===== config.mk =====
export PLATFORM = sky130hd
export DESIGN_NAME = mgmt_frame_master
export DESIGN_NICKNAME = d
export VERILOG_FILES = /design/src/rtl/mfm_pkg.sv /design/src/rtl/mfm_halfclk.sv /design/src/rtl/mfm_seq.sv /design/src/rtl/mfm_capture.sv /design/src/rtl/mgmt_frame_master.sv
export SDC_FILE = /design/constraint.sdc
export NUM_CORES = 1
export LEC_CHECK = 0
export ABC_AREA = 1
export ABC_CLOCK_PERIOD_IN_PS = 3400
export BUFFER_PORTS_ARGS = -buffer_cell sky130_fd_sc_hd__buf_4
export CORE_AREA = 2 2 130 132
export DETAILED_ROUTE_END_ITERATION = 6
export DIE_AREA = 0 0 132 134
export PLACE_DENSITY = 0.5
export SETUP_SLACK_MARGIN = 0.05
export SLEW_MARGIN = 20
export SYNTH_ARGS = -nofsm -noshare
export SYNTH_HDL_FRONTEND = slang
export SYNTH_HIERARCHICAL = 1
export SYNTH_SLANG_ARGS = --single-unit

===== constraint.sdc =====
create_clock -name clk -period 3.4 [get_ports clk]
set_clock_uncertainty 0.1 [all_clocks]
set_input_delay 0.51 -clock clk [delete_from_list [all_inputs] [get_ports clk]]
set_output_delay 0.51 -clock clk [all_outputs]
set_load 0.01 [all_outputs]

===== src/rtl/mfm_pkg.sv =====
package mfm_pkg;

    localparam int FRAME_W    = 32;
    localparam int DATA_W     = 16;
    localparam int ADDR_W     = 5;
    localparam int RD_DRIVEN  = 14;
    localparam int SAMPLE_N   = 16;

    typedef enum logic [2:0] {
        ST_IDLE,
        ST_PRE,
        ST_FRAME,
        ST_TURN,
        ST_SAMPLE,
        ST_POST
    } seq_st_e;

    typedef enum logic [1:0] {
        OP_WR = 2'b01,
        OP_RD = 2'b10
    } op_e;

    typedef struct packed {
        logic              rd;
        logic [ADDR_W-1:0] phy;
        logic [ADDR_W-1:0] regno;
        logic [DATA_W-1:0] wdata;
    } mgmt_req_t;

    function automatic logic [FRAME_W-1:0] pack_frame(input mgmt_req_t r);
        op_e op;
        op = r.rd ? OP_RD : OP_WR;
        return {2'b01, op, r.phy, r.regno, 2'b10, r.wdata};
    endfunction

endpackage


===== src/rtl/mfm_halfclk.sv =====
module mfm_halfclk #(
    parameter int HALF_DIV = 125
) (
    input  logic clk,
    input  logic rst,
    input  logic run,
    output logic rise_evt,
    output logic bit_end,
    output logic mdc
);
    localparam int HC_W = (HALF_DIV > 1) ? $clog2(HALF_DIV) : 1;

    logic [HC_W-1:0] hcnt;
    logic            ph;
    logic            half_end;

    assign half_end = run && (hcnt == HC_W'(HALF_DIV - 1));
    assign rise_evt = half_end && !ph;
    assign bit_end  = half_end && ph;
    assign mdc      = ph;

    always_ff @(posedge clk) begin
        if (rst || !run) begin
            hcnt <= '0;
            ph   <= 1'b0;
        end else if (half_end) begin
            hcnt <= '0;
            ph   <= ~ph;
        end else begin
            hcnt <= hcnt + HC_W'(1);
        end
    end

endmodule


===== src/rtl/mfm_seq.sv =====
module mfm_seq
    import mfm_pkg::*;
#(
    parameter int PAD_LEN = 32
) (
    input  logic              clk,
    input  logic              rst,
    input  logic              req_valid,
    input  mgmt_req_t         req_in,
    input  logic              rise_evt,
    input  logic              bit_end,
    output logic              busy,
    output logic              mdo,
    output logic              mdo_oe,
    output logic              done,
    output logic              sample_en,
    output logic              finish_evt,
    output logic              rd_q,
    output logic [DATA_W-1:0] wdata_q
);
    localparam int CNT_MAX = (PAD_LEN > FRAME_W) ? PAD_LEN : FRAME_W;
    localparam int CNT_W   = $clog2(CNT_MAX);

    seq_st_e            st;
    logic [CNT_W-1:0]   cnt;
    logic [CNT_W-1:0]   lim;
    logic [FRAME_W-1:0] txsh;
    logic               at_last;

    always_comb begin
        case (st)
            ST_PRE, ST_POST: lim = CNT_W'(PAD_LEN - 1);
            ST_FRAME:        lim = rd_q ? CNT_W'(RD_DRIVEN - 1) : CNT_W'(FRAME_W - 1);
            ST_SAMPLE:       lim = CNT_W'(SAMPLE_N - 1);
            default:         lim = '0;
        endcase
    end

    assign at_last    = (cnt == lim);
    assign busy       = (st != ST_IDLE);
    assign sample_en  = (st == ST_SAMPLE) && rise_evt;
    assign finish_evt = (st == ST_POST) && bit_end && at_last;

    always_ff @(posedge clk) begin
        if (rst) begin
            st      <= ST_IDLE;
            cnt     <= '0;
            txsh    <= '0;
            mdo     <= 1'b1;
            mdo_oe  <= 1'b0;
            done    <= 1'b0;
            rd_q    <= 1'b0;
            wdata_q <= '0;
        end else begin
            done <= 1'b0;
            if (st == ST_IDLE) begin
                if (req_valid) begin
                    st      <= ST_PRE;
                    cnt     <= '0;
                    txsh    <= pack_frame(req_in);
                    rd_q    <= req_in.rd;
                    wdata_q <= req_in.wdata;
                    mdo     <= 1'b1;
                    mdo_oe  <= 1'b1;
                end
            end else if (bit_end) begin
                if (!at_last) begin
                    cnt <= cnt + CNT_W'(1);
                    if (st == ST_FRAME) begin
                        mdo  <= txsh[FRAME_W-1];
                        txsh <= {txsh[FRAME_W-2:0], 1'b0};
                    end
                end else begin
                    cnt <= '0;
                    case (st)
                        ST_PRE: begin
                            st   <= ST_FRAME;
                            mdo  <= txsh[FRAME_W-1];
                            txsh <= {txsh[FRAME_W-2:0], 1'b0};
                        end
                        ST_FRAME: begin
                            mdo <= 1'b1;
                            if (rd_q) begin
                                st     <= ST_TURN;
                                mdo_oe <= 1'b0;
                            end else begin
                                st <= ST_POST;
                            end
                        end
                        ST_TURN: st <= ST_SAMPLE;
                        ST_SAMPLE: begin
                            st     <= ST_POST;
                            mdo    <= 1'b1;
                            mdo_oe <= 1'b1;
                        end
                        ST_POST: begin
                            st     <= ST_IDLE;
                            mdo_oe <= 1'b0;
                            done   <= 1'b1;
                        end
                        default: st <= ST_IDLE;
                    endcase
                end
            end
        end
    end


    done_single_chk: assert property (@(posedge clk) disable iff (rst)
        done |=> !done);


    done_ends_busy_chk: assert property (@(posedge clk) disable iff (rst)
        done |-> (!busy && $past(busy)));

endmodule


===== src/rtl/mfm_capture.sv =====
module mfm_capture
    import mfm_pkg::*;
(
    input  logic              clk,
    input  logic              rst,
    input  logic              sample_en,
    input  logic              mdi,
    input  logic              finish_evt,
    input  logic              rd_q,
    input  logic [DATA_W-1:0] wdata_q,
    output logic [DATA_W-1:0] rdata
);
    logic [DATA_W-1:0] shreg;

    always_ff @(posedge clk) begin
        if (rst) begin
            shreg <= '0;
            rdata <= '0;
        end else begin
            if (sample_en) begin
                shreg <= {shreg[DATA_W-2:0], mdi};
            end
            if (finish_evt) begin
                rdata <= rd_q ? shreg : wdata_q;
            end
        end
    end

endmodule


===== src/rtl/mgmt_frame_master.sv =====
module mgmt_frame_master
    import mfm_pkg::*;
#(
    parameter int HALF_DIV = 125,
    parameter int PAD_LEN  = 32
) (
    input  logic        clk,
    input  logic        rst,
    input  logic        req_valid,
    input  logic        req_read,
    input  logic [4:0]  req_phy,
    input  logic [4:0]  req_reg,
    input  logic [15:0] req_wdata,
    output logic        busy,
    output logic        done,
    output logic [15:0] rdata,
    output logic        mdc,
    output logic        mdo,
    output logic        mdo_oe,
    input  logic        mdi
);
    mgmt_req_t         req_in;
    logic              rise_evt;
    logic              bit_end;
    logic              sample_en;
    logic              finish_evt;
    logic              rd_q;
    logic [DATA_W-1:0] wdata_q;

    assign req_in = '{rd: req_read, phy: req_phy, regno: req_reg, wdata: req_wdata};

    mfm_halfclk #(.HALF_DIV(HALF_DIV)) u_halfclk (
        .clk      (clk),
        .rst      (rst),
        .run      (busy),
        .rise_evt (rise_evt),
        .bit_end  (bit_end),
        .mdc      (mdc)
    );

    mfm_seq #(.PAD_LEN(PAD_LEN)) u_seq (
        .clk        (clk),
        .rst        (rst),
        .req_valid  (req_valid),
        .req_in     (req_in),
        .rise_evt   (rise_evt),
        .bit_end    (bit_end),
        .busy       (busy),
        .mdo        (mdo),
        .mdo_oe     (mdo_oe),
        .done       (done),
        .sample_en  (sample_en),
        .finish_evt (finish_evt),
        .rd_q       (rd_q),
        .wdata_q    (wdata_q)
    );

    mfm_capture u_capture (
        .clk        (clk),
        .rst        (rst),
        .sample_en  (sample_en),
        .mdi        (mdi),
        .finish_evt (finish_evt),
        .rd_q       (rd_q),
        .wdata_q    (wdata_q),
        .rdata      (rdata)
    );


    mdo_moves_low_chk: assert property (@(posedge clk) disable iff (rst)
        (mdo_oe && $past(mdo_oe) && !$stable(mdo)) |-> !mdc);


    idle_quiet_chk: assert property (@(posedge clk) disable iff (rst)
        !busy |-> (!mdc && !mdo_oe));


    capture_at_rise_chk: assert property (@(posedge clk) disable iff (rst)
        sample_en |=> (mdc && !mdo_oe));

endmodule


==> impl_metrics.ini, run 1 <==
[outcome]
status = complete, no violations

[route]
wl_per_cell_um = 11.1
postRouteAntennaNets = 0
drc = 0
vias = 4143
routed_wl_um = 10800
avgViaCountPerCell = 4.26
drtPass1Iterations = 4
drt-initial-drc-count = 288

[timing]
tightest_slew_ps = 701
slew_headroom_pct = 53.2
fin_hold_ws_ps = 334
finalCriticalPeriod_ps = 2650
fmax_mhz = 378
fin_crit_sh_pct = 77.8
hold_violations = 0
rsz0062_at_grt = false
setup-violations-final = 0
slew_violations = 0
finalSetupTns_ps = 0

[setup_path]
arrival_ps = 2790
critical_path_required_ps = 3540
worst-setup-path-type = reg2reg
end_kind = flip-flop
start_kind = flip-flop
crit_fanout = 58

[floorplan]
core_area_mm2 = 0.0163
initial_core_util_pct = 29.3
fp.dieH_um = 134
die_area_mm2 = 0.0177
std_cell_rows = 47
io_pins = 52
fp.dieW_um = 132

[placed_design]
place.gp.congestion = 0.799
place_inst = 957
placed_area_mm2 = 0.00529
dp_hpwl_um = 7040
io_buffers = 51

[logic_synthesis]
synth-simple-area-share_pct = 37.2
synth_top_area_share_pct = 42.0
yosysWarnings = 6
synth_top_family_by_area = simple AND/OR/NAND/NOR gates
synth_area_leaders = dfxtp_1 (42%), nand2_1 (18%), nor2_1 (7.5%), inv_1 (6.1%), nand3_1 (4.7%)
synth_edf_count = 0
netlist_area_mm2 = 0.00477
ys_types = 31
synthMuxAreaShare_pct = 0
syn_inst = 713
ys_seq_elements = 100
avgSynthCellArea_um2 = 6.69
ys_seq_area_share_pct = 42.0
ys.flop_type = dfxtp_1
synth-xor-area-share_pct = 1.10
yosysTopAreaCell = dfxtp_1
synth_fa_ha_area_share_pct = 0.787
async_flop_share_pct = 0
synth-compound-area-share_pct = 8.01
syn-num-nets = 747
synth_common_cells = nand2_1 (223), dfxtp_1 (100), nor2_1 (95)
synth_most_common_cell = nand2_1

[clock_network]
cts_tree = yes
cts_sinks = 100
cts_buffer_depth = 2
clk_pin_slew_ps = 70
root_buffer = clkbuf_16
cts_resized = 0
htreeDepth = 3
clock_latency_ps = 350
cts_setup_buffers = 0
hold_buffers = 0
numCtsBuffers = 9

[finish]
stdcell_count = 972
fin_util_pct = 34.3
num-fill-cells = 1801
drive_above_1_share_pct = 15.8
diodes = 0
fin_nets = 782
design_area_mm2 = 0.00558
area_delta_synth_final_pct = 17.1

[power]
clkPwrFrac_pct = 25.9
power_density_mw_per_mm2 = 731
p_int_mw = 2.45
p_seq_share_pct = 36.2
switching_power_mw = 1.63
cellLeakagePower_nw = 2.51
ir_worst_vdd_v = 0.000403
p_comb_share_pct = 37.9
swShare_pct = 39.9

[hold_path]
hp-class = in2reg

[global_route]
grt_pass1_wl_um = 18500
grt_max_degree = 59
grt_use_met1_pct = 17.9
grt_pass1_vias = 3885
globalRouteMet3Util_pct = 2.99
top_usage_layer = met2
grt_antenna_before_repair = 0
grt_use_met2_pct = 18.5
track_usage_pct = 12.8
overflow = 0

[flow_run]
max_cap_violations = 0
-- worst max-delay path: stages, from the launching register on --
cell     delay (ps)
dfxtp_1         350
inv_1           140
nand2_2         120
nor2_4          100
buf_4           240
buf_4           450
o21ai_2         110
nand3_2          80
buf_4           550
nand2_1         110
nand2_1          90
nor2_1           50
-- flip-flops by register name (all words and copies together), names as in the netlist, 3 cells and up --
signal           cells
u_seq/st             3
u_capture/rdata     16
u_seq/cnt            5
u_seq/txsh          32
u_halfclk/hcnt       7
u_capture/shreg     16
u_seq/wdata_q       16
-- cells by family after synthesis --
family          count (synthesis)
simple gates                  414
xor+xnor                        6
compound gates                 74
buf+inv                       116
flops                         100
fa+ha+maj                       3
-- placed cells by master (no fill, tap or decap), types with 11 or more instances in the layout --
cell type,synthesis,final
nor2_2,22,23
buf_4,4,59
nand3_1,45,45
inv_1,77,77
dfxtp_1,100,100
o21ai_0,30,30
nor2_1,95,93
nand2_1,223,223
nand4_1,11,11
a21oi_1,40,40
-- final cells by class --
cell class,instances,area [µm²],share of cell area [%]
multi-input cells,497,2260,40.4
flip-flops and latches,100,2000,35.9
repair buffers,59,443,7.93
inverters,81,309,5.53
well taps,220,275,4.93
clock buffers,9,225,4.03
clock inverters,6,72.6,1.30
-- power groups by stage --
stage               clock network [mW]  registers (mW)  logic, mW
CTS                               1.10            1.48       1.56
detailed placement                   0            1.51       1.55
floorplan                            0            1.49       1.28
finish                            1.06            1.48       1.55
global placement                     0            1.50       1.56
global route                      1.15            1.50       1.81
-- metrics by stage --
stage,worst slack (ps),total power [mW]
2_1_floorplan,1060,2.76
3_3_place_gp,802,3.06
3_5_place_dp,769,3.06
4_1_cts,759,4.14
5_1_grt,469,4.46
6_report,755,4.08
-- final timing paths --
| kind | slack (ps) | from | endpoint | cells after the start |
|---|---|---|---|---|
| max | 750 | u_seq/st[2]$_SDFFE_PP0P_ | u_seq/txsh[6]$_SDFFE_PP0P_ | 11 |
| min | 330 | mdi | u_capture/shreg[0]$_SDFFE_PP0P_ | 3 |
| max reg2reg | 750 | u_seq/st[2]$_SDFFE_PP0P_ | u_seq/txsh[6]$_SDFFE_PP0P_ | 11 |
| min reg2reg | 360 | u_seq/wdata_q[0]$_SDFFE_PP0P_ | u_seq/wdata_q[0]$_SDFFE_PP0P_ | 2 |
-- per-layer routing --
layer	wire [µm]	share of wire, %	vias to the layer above
met5	0	0	-
met4	299	2.8	0
met3	504	4.7	17
met2	4330	40	70
met1	5650	52	1797
li1	-	-	2259
No activity file was read; power rests on OpenSTA's default activity.
==> run 2: changes to the inputs <==
--- a/config.mk
+++ b/config.mk
@@ -5,12 +5,12 @@
 export SDC_FILE = /design/constraint.sdc
 export NUM_CORES = 1
 export LEC_CHECK = 0
-export ABC_AREA = 1
-export ABC_CLOCK_PERIOD_IN_PS = 3400
+export ABC_AREA = 0
+export ABC_CLOCK_PERIOD_IN_PS = 2700
 export BUFFER_PORTS_ARGS = -buffer_cell sky130_fd_sc_hd__buf_4
-export CORE_AREA = 2 2 130 132
+export CORE_AREA = 2 2 127 129
 export DETAILED_ROUTE_END_ITERATION = 6
-export DIE_AREA = 0 0 132 134
+export DIE_AREA = 0 0 129 131
 export PLACE_DENSITY = 0.5
 export SETUP_SLACK_MARGIN = 0.05
 export SLEW_MARGIN = 20
==> constraint.sdc (replaced) <==
create_clock -name clk -period 2.7 [get_ports clk]
set_clock_uncertainty 0.1 [all_clocks]
set_input_delay 0.405 -clock clk [delete_from_list [all_inputs] [get_ports clk]]
set_output_delay 0.405 -clock clk [all_outputs]
set_load 0.01 [all_outputs]
==> impl_metrics.ini, run 2 <==
[outcome]
status = complete, no violations

[logic_synthesis]
ys_seq_elements = 100
yosysTopAreaCell = dfxtp_1
ys_seq_area_share_pct = 43.9
synth_edf_count = 0
avgSynthCellArea_um2 = 8.93
synth_area_leaders = dfxtp_1 (44%), nand2_1 (7.9%), mux2i_1 (7.7%), a21oi_1 (6.6%), a311oi_2 (6.6%)
syn_inst = 511
async_flop_share_pct = 0
ys.flop_type = dfxtp_1
synth_top_area_share_pct = 43.9
yosysWarnings = 6
netlist_area_mm2 = 0.00456
ys_types = 55
syn-num-nets = 545
synth_most_common_cell = dfxtp_1
synth_common_cells = dfxtp_1 (100), nand2_1 (96), a21oi_1 (60)

[clock_network]
htreeDepth = 3
clock_latency_ps = 350
cts_setup_buffers = 0
numCtsBuffers = 9
clk_pin_slew_ps = 70
cts_sinks = 100
cts_tree = yes
root_buffer = clkbuf_16
cts_buffer_depth = 2

[timing]
slew_headroom_pct = 65.2
slew_violations = 0
hold_violations = 0
finalCriticalPeriod_ps = 2420
fin_hold_ws_ps = 209
fin_crit_sh_pct = 89.8
setup-violations-final = 0
finalSetupTns_ps = 0
tightest_slew_ps = 520
finalWorstSetupSlack_ps = 276
fmax_mhz = 413
rsz0062_at_grt = true

[finish]
drive_above_1_share_pct = 22.3
num-fill-cells = 1608
regMostFlops = u_seq/txsh
area_delta_synth_final_pct = 22.8
diodes = 0
fin_nets = 590
regArea_mm2 = 0.00200
mostFrequentLayoutCells = dfxtp_1 (98), nand2_1 (96), buf_4 (67)
final_common_cell = dfxtp_1
fin_util_pct = 35.9
largest_reg_flops = 32
multi_input_area_mm2 = 0.00235

[floorplan]
die_area_mm2 = 0.0169
core_area_mm2 = 0.0156
initial_core_util_pct = 29.2
std_cell_rows = 46
fp.dieH_um = 131
io_pins = 52
fp.dieW_um = 129

[global_route]
grt_antenna_before_repair = 0
overflow = 0
grt_pass1_wl_um = 17500
grt_max_degree = 48
track_usage_pct = 13.2
grt_pass1_vias = 3425

[placed_design]
place.gp.congestion = 0.751
dp_hpwl_um = 7600
dp_slack_ps = 221
io_buffers = 51

[setup_path]
end_kind = flip-flop
crit_fanout = 15
path_delay_family = compound AO/OA/AOI/OAI gates
r2r-end = u_seq/txsh[8]$_SDFFE_PP0P_
crit_chain = nor4b_4 -> nor3_1 -> o22a_2 -> buf_4 -> a311o_2 -> nor2_4 -> buf_12 -> a311oi_2
slowest_stage = dfxtp_1
cp_num_buf_inv = 2
worst-setup-path-type = reg2reg
start_kind = flip-flop
rr_startpoint = u_seq/st[1]$_SDFFE_PP0P_
critical_path_required_ps = 2820
rr_worst_depth = 8
rrSetupSlack_ps = 280
arrival_ps = 2550
slowest_delay_ps = 480

[hold_path]
hp-class = in2reg
holdPathEnd = u_capture/shreg[0]$_SDFFE_PP0P_
min_path_cells = 3
hold_start = mdi

[route]
drc = 0
vias = 3728
drtPass1Iterations = 4
routed_wl_um = 11000
drt-initial-drc-count = 233
postRouteAntennaNets = 0
wl_per_cell_um = 14.1
avgViaCountPerCell = 4.80

[power]
power_density_mw_per_mm2 = 653
cellLeakagePower_nw = 2.01
p_total_mw = 3.66
ir_worst_vdd_v = 0.000293

[flow_run]
max_cap_violations = 0
## run 2: worst max path at each step
stage / start / slack (ps) / endpoint / depth (start not counted)
after detailed placement: u_seq/st[0]$_SDFFE_PP0P_ / 220 / u_capture/rdata[8]$_SDFFE_PP0P_ / 9
final: u_seq/st[1]$_SDFFE_PP0P_ / 280 / u_seq/txsh[8]$_SDFFE_PP0P_ / 8
after floorplan: u_seq/st[2]$_SDFFE_PP0P_ / 50 / u_seq/txsh[18]$_SDFFE_PP0P_ / 11
after CTS: u_seq/st[0]$_SDFFE_PP0P_ / 180 / u_seq/txsh[8]$_SDFFE_PP0P_ / 10
after global placement: u_seq/st[0]$_SDFFE_PP0P_ / 280 / u_seq/txsh[8]$_SDFFE_PP0P_ / 10
after global routing: u_seq/st[1]$_SDFFE_PP0P_ / 50 / u_capture/rdata[14]$_SDFFE_PP0P_ / 9
## run 2: through the flow
step                cells  cell area [µm²]
floorplan             511             4570
global placement      761             5280
detailed placement    761             5280
CTS                   777             5580
global route          777             5600
finish                777             5600
## run 2: cell families after synthesis
group	Yosys count	share of synthesized area, %
xor gates and xnor gates	11	2.11
buffers and inverters	49	5.38
and+or+nand+nor	180	17.7
AOI/OAI and AO/OA	132	22.2
DFF	100	43.9
adders and majority gates	3	0.823
muxes	36	7.93
## run 2: layout make-up
class                           instances  area share [%]
Tap cell                              216            4.82
Clock inverter                          6            1.27
Timing Repair Buffer                   74            11.5
Sequential cell                       100            35.8
Inverter                                9           0.603
Clock buffer                           10            4.09
Multi-Input combinational cell        362            41.9
## run 2: repair_timing
| action | 4_1_cts | 5_1_grt |
|---|---|---|
| resized for setup | 0 | 5 |
| endpoints found under the setup margin | 0 | 41 |
| endpoints found under the hold margin | 0 | 0 |
| hold buffers | 0 | 0 |
## run 2: power breakdown
group          switching [mW]  leakage, nW  internal, mW
Clock                   0.581        0.145         0.730
Combinational           0.408         1.04         0.295
Sequential             0.0660        0.817          1.58
## run 2: worst min-delay path: cells and delay by family
family	cells	cell delay (ps)
buffers and inverters	1	80
muxes	1	50
and+or+nand+nor	1	80
## run 2: metal layers
metal	track usage, %	share of wire, %	vias to the layer above
met4	4.99	1.9	0
li1	-	-	1907
met3	3.38	4.7	15
met1	18.8	50	1726
met5	0	0	-
met2	19.2	43	80
==> run 3: changes to the inputs <==
--- a/config.mk
+++ b/config.mk
@@ -5,12 +5,12 @@
 export SDC_FILE = /design/constraint.sdc
 export NUM_CORES = 1
 export LEC_CHECK = 0
-export ABC_AREA = 0
+export ABC_AREA = 1
 export ABC_CLOCK_PERIOD_IN_PS = 2700
 export BUFFER_PORTS_ARGS = -buffer_cell sky130_fd_sc_hd__buf_4
-export CORE_AREA = 2 2 127 129
+export CORE_AREA = 2 2 130 132
 export DETAILED_ROUTE_END_ITERATION = 6
-export DIE_AREA = 0 0 129 131
+export DIE_AREA = 0 0 132 134
 export PLACE_DENSITY = 0.5
 export SETUP_SLACK_MARGIN = 0.05
 export SLEW_MARGIN = 20
==> constraint.sdc (replaced) <==
create_clock -name clk -period 2.7 [get_ports clk]
set_clock_uncertainty 0.1 [all_clocks]
set_input_delay 0.135 -clock clk [delete_from_list [all_inputs] [get_ports clk]]
set_output_delay 0.135 -clock clk [all_outputs]
set_load 0.01 [all_outputs]
==> impl_metrics.ini, run 3 (synthesized netlist as in run 1, its figures left out) <==
[setup_path]
arrival_ps = 2450
end_kind = flip-flop
rr_worst_depth = 15
start_kind = flip-flop
crit_fanout = 16
crit_end = u_seq/cnt[4]$_SDFFE_PP0P_
worst-setup-path-type = reg2reg
rr_startpoint = u_seq/st[2]$_SDFFE_PP0P_
crit_start = u_seq/st[2]$_SDFFE_PP0P_
critical_path_required_ps = 2840
r2r-end = u_seq/cnt[4]$_SDFFE_PP0P_
rrSetupSlack_ps = 390

[global_route]
overflow = 0
track_usage_pct = 12.8
grt_pass1_wl_um = 18500
grt_antenna_before_repair = 0
grt_max_degree = 76
grt_pass1_vias = 3911

[clock_network]
root_buffer = clkbuf_16
htreeDepth = 3
cts_buffer_depth = 2
numCtsBuffers = 9
clk_pin_slew_ps = 70
cts_setup_buffers = 0
cts_tree = yes
cts_sinks = 100
clock_latency_ps = 350

[route]
wl_per_cell_um = 11.0
drc = 0
routed_wl_um = 10900
drtPass1Iterations = 4
vias = 4182
drt-initial-drc-count = 247
postRouteAntennaNets = 0
avgViaCountPerCell = 4.22

[finish]
diodes = 0
regMostFlops = u_seq/txsh
design_area_mm2 = 0.00584
mostFrequentLayoutCells = nand2_1 (223), dfxtp_1 (100), nor2_1 (92)
fin_nets = 802
final_common_cell = nand2_1
drive_above_1_share_pct = 15.7
largest_reg_flops = 32
area_delta_synth_final_pct = 22.4
num-fill-cells = 1773

[placed_design]
dp_hpwl_um = 7070
place.gp.congestion = 0.765
io_buffers = 51
placed_area_mm2 = 0.00532

[timing]
hold_violations = 0
rsz0062_at_grt = false
fin_crit_sh_pct = 85.5
setup-violations-final = 0
slew_violations = 0
fin_hold_ws_ps = 40.1
slew_headroom_pct = 56.9
tightest_slew_ps = 645
fmax_mhz = 433
finalCriticalPeriod_ps = 2310
finalSetupTns_ps = 0

[floorplan]
fp.dieW_um = 132
initial_core_util_pct = 29.3
die_area_mm2 = 0.0177
io_pins = 52
std_cell_rows = 47
fp.dieH_um = 134
core_area_mm2 = 0.0163

[hold_path]
hp-class = in2reg
min_path_cells = 5

[power]
cellLeakagePower_nw = 2.63
power_density_mw_per_mm2 = 906
ir_worst_vdd_v = 0.000428

[outcome]
status = complete, no violations

[flow_run]
max_cap_violations = 0
## run 3: cell count changes in the layout (fill, tap and decap cells not counted), moves of 20 or more
cell	previous run	this run
o21ai_0	8	30
mux2i_1	35	0
nor2_1	42	92
nand2_1	96	223
nor2_2	0	24
inv_1	8	77
nand3_1	5	45
a21oi_1	60	40
## run 3: critical path: stages, from the launching register on
cell	delay (ps)
dfxtp_1	410
inv_1	120
nand2_2	150
nor2_4	50
inv_1	70
inv_1	60
nor2_2	140
nand2_4	90
nor2_2	150
inv_1	70
o21ai_2	160
buf_4	230
nand2_1	100
nor2_1	120
xnor2_1	120
nor2_1	60
## run 3: cell type report
| cell class | instances | area (µm²) | area share [%] |
|---|---|---|---|
| Clock buffer | 10 | 239 | 4.09 |
| Clock inverter | 5 | 82.6 | 1.41 |
| Inverter | 81 | 309 | 5.29 |
| Multi-Input combinational cell | 497 | 2260 | 38.7 |
| Sequential cell | 100 | 2000 | 34.3 |
| Tap cell | 220 | 275 | 4.72 |
| Timing Repair Buffer | 79 | 669 | 11.5 |
## run 3: what timing repair did
item / CTS / global route
setup endpoints to repair: 0 / 6
hold endpoints to repair: 21 / 0
hold buffers: 19 / 0
gates resized for setup: 0 / 2
## run 3: how the worst min path moves through the flow
stage / from / slack, ps / endpoint
5_1_grt: req_phy[1] / 50 / u_seq/txsh[24]$_SDFFE_PP0P_
6_report: req_phy[1] / 40 / u_seq/txsh[24]$_SDFFE_PP0P_
2_1_floorplan: mdi / 180 / u_capture/shreg[0]$_SDFFE_PP0P_
4_1_cts: req_phy[1] / 30 / u_seq/txsh[24]$_SDFFE_PP0P_
3_3_place_gp: rst / 300 / u_seq/st[0]$_SDFFE_PP0P_
3_5_place_dp: rst / 300 / u_seq/st[0]$_SDFFE_PP0P_
## run 3: metal layers
metal	vias to the layer above	wire [µm]	GRT usage, %
li1	2309	-	-
met1	1795	5700	18.0
met2	57	4540	18.3
met3	21	390	2.80
met4	0	300	6.46
met5	-	0	0
## run 3: through the flow
stage          worst slack, ps  power [mW]  cells  utilization (%)
3_5_place_dp               318        3.88    958             32.7
4_1_cts                    308        5.36    992             35.8
2_1_floorplan              361        3.48    713                -
5_1_grt                   63.4        5.73    992             35.8
6_report                   391        5.29    992             35.8
3_3_place_gp               322        3.89    958             32.7
## run 3: where the power goes
part | switching [mW] | total [mW] | internal, mW
clock network | 0.594 | 1.43 | 0.838
logic | 1.32 | 1.99 | 0.673
registers | 0.128 | 1.86 | 1.73
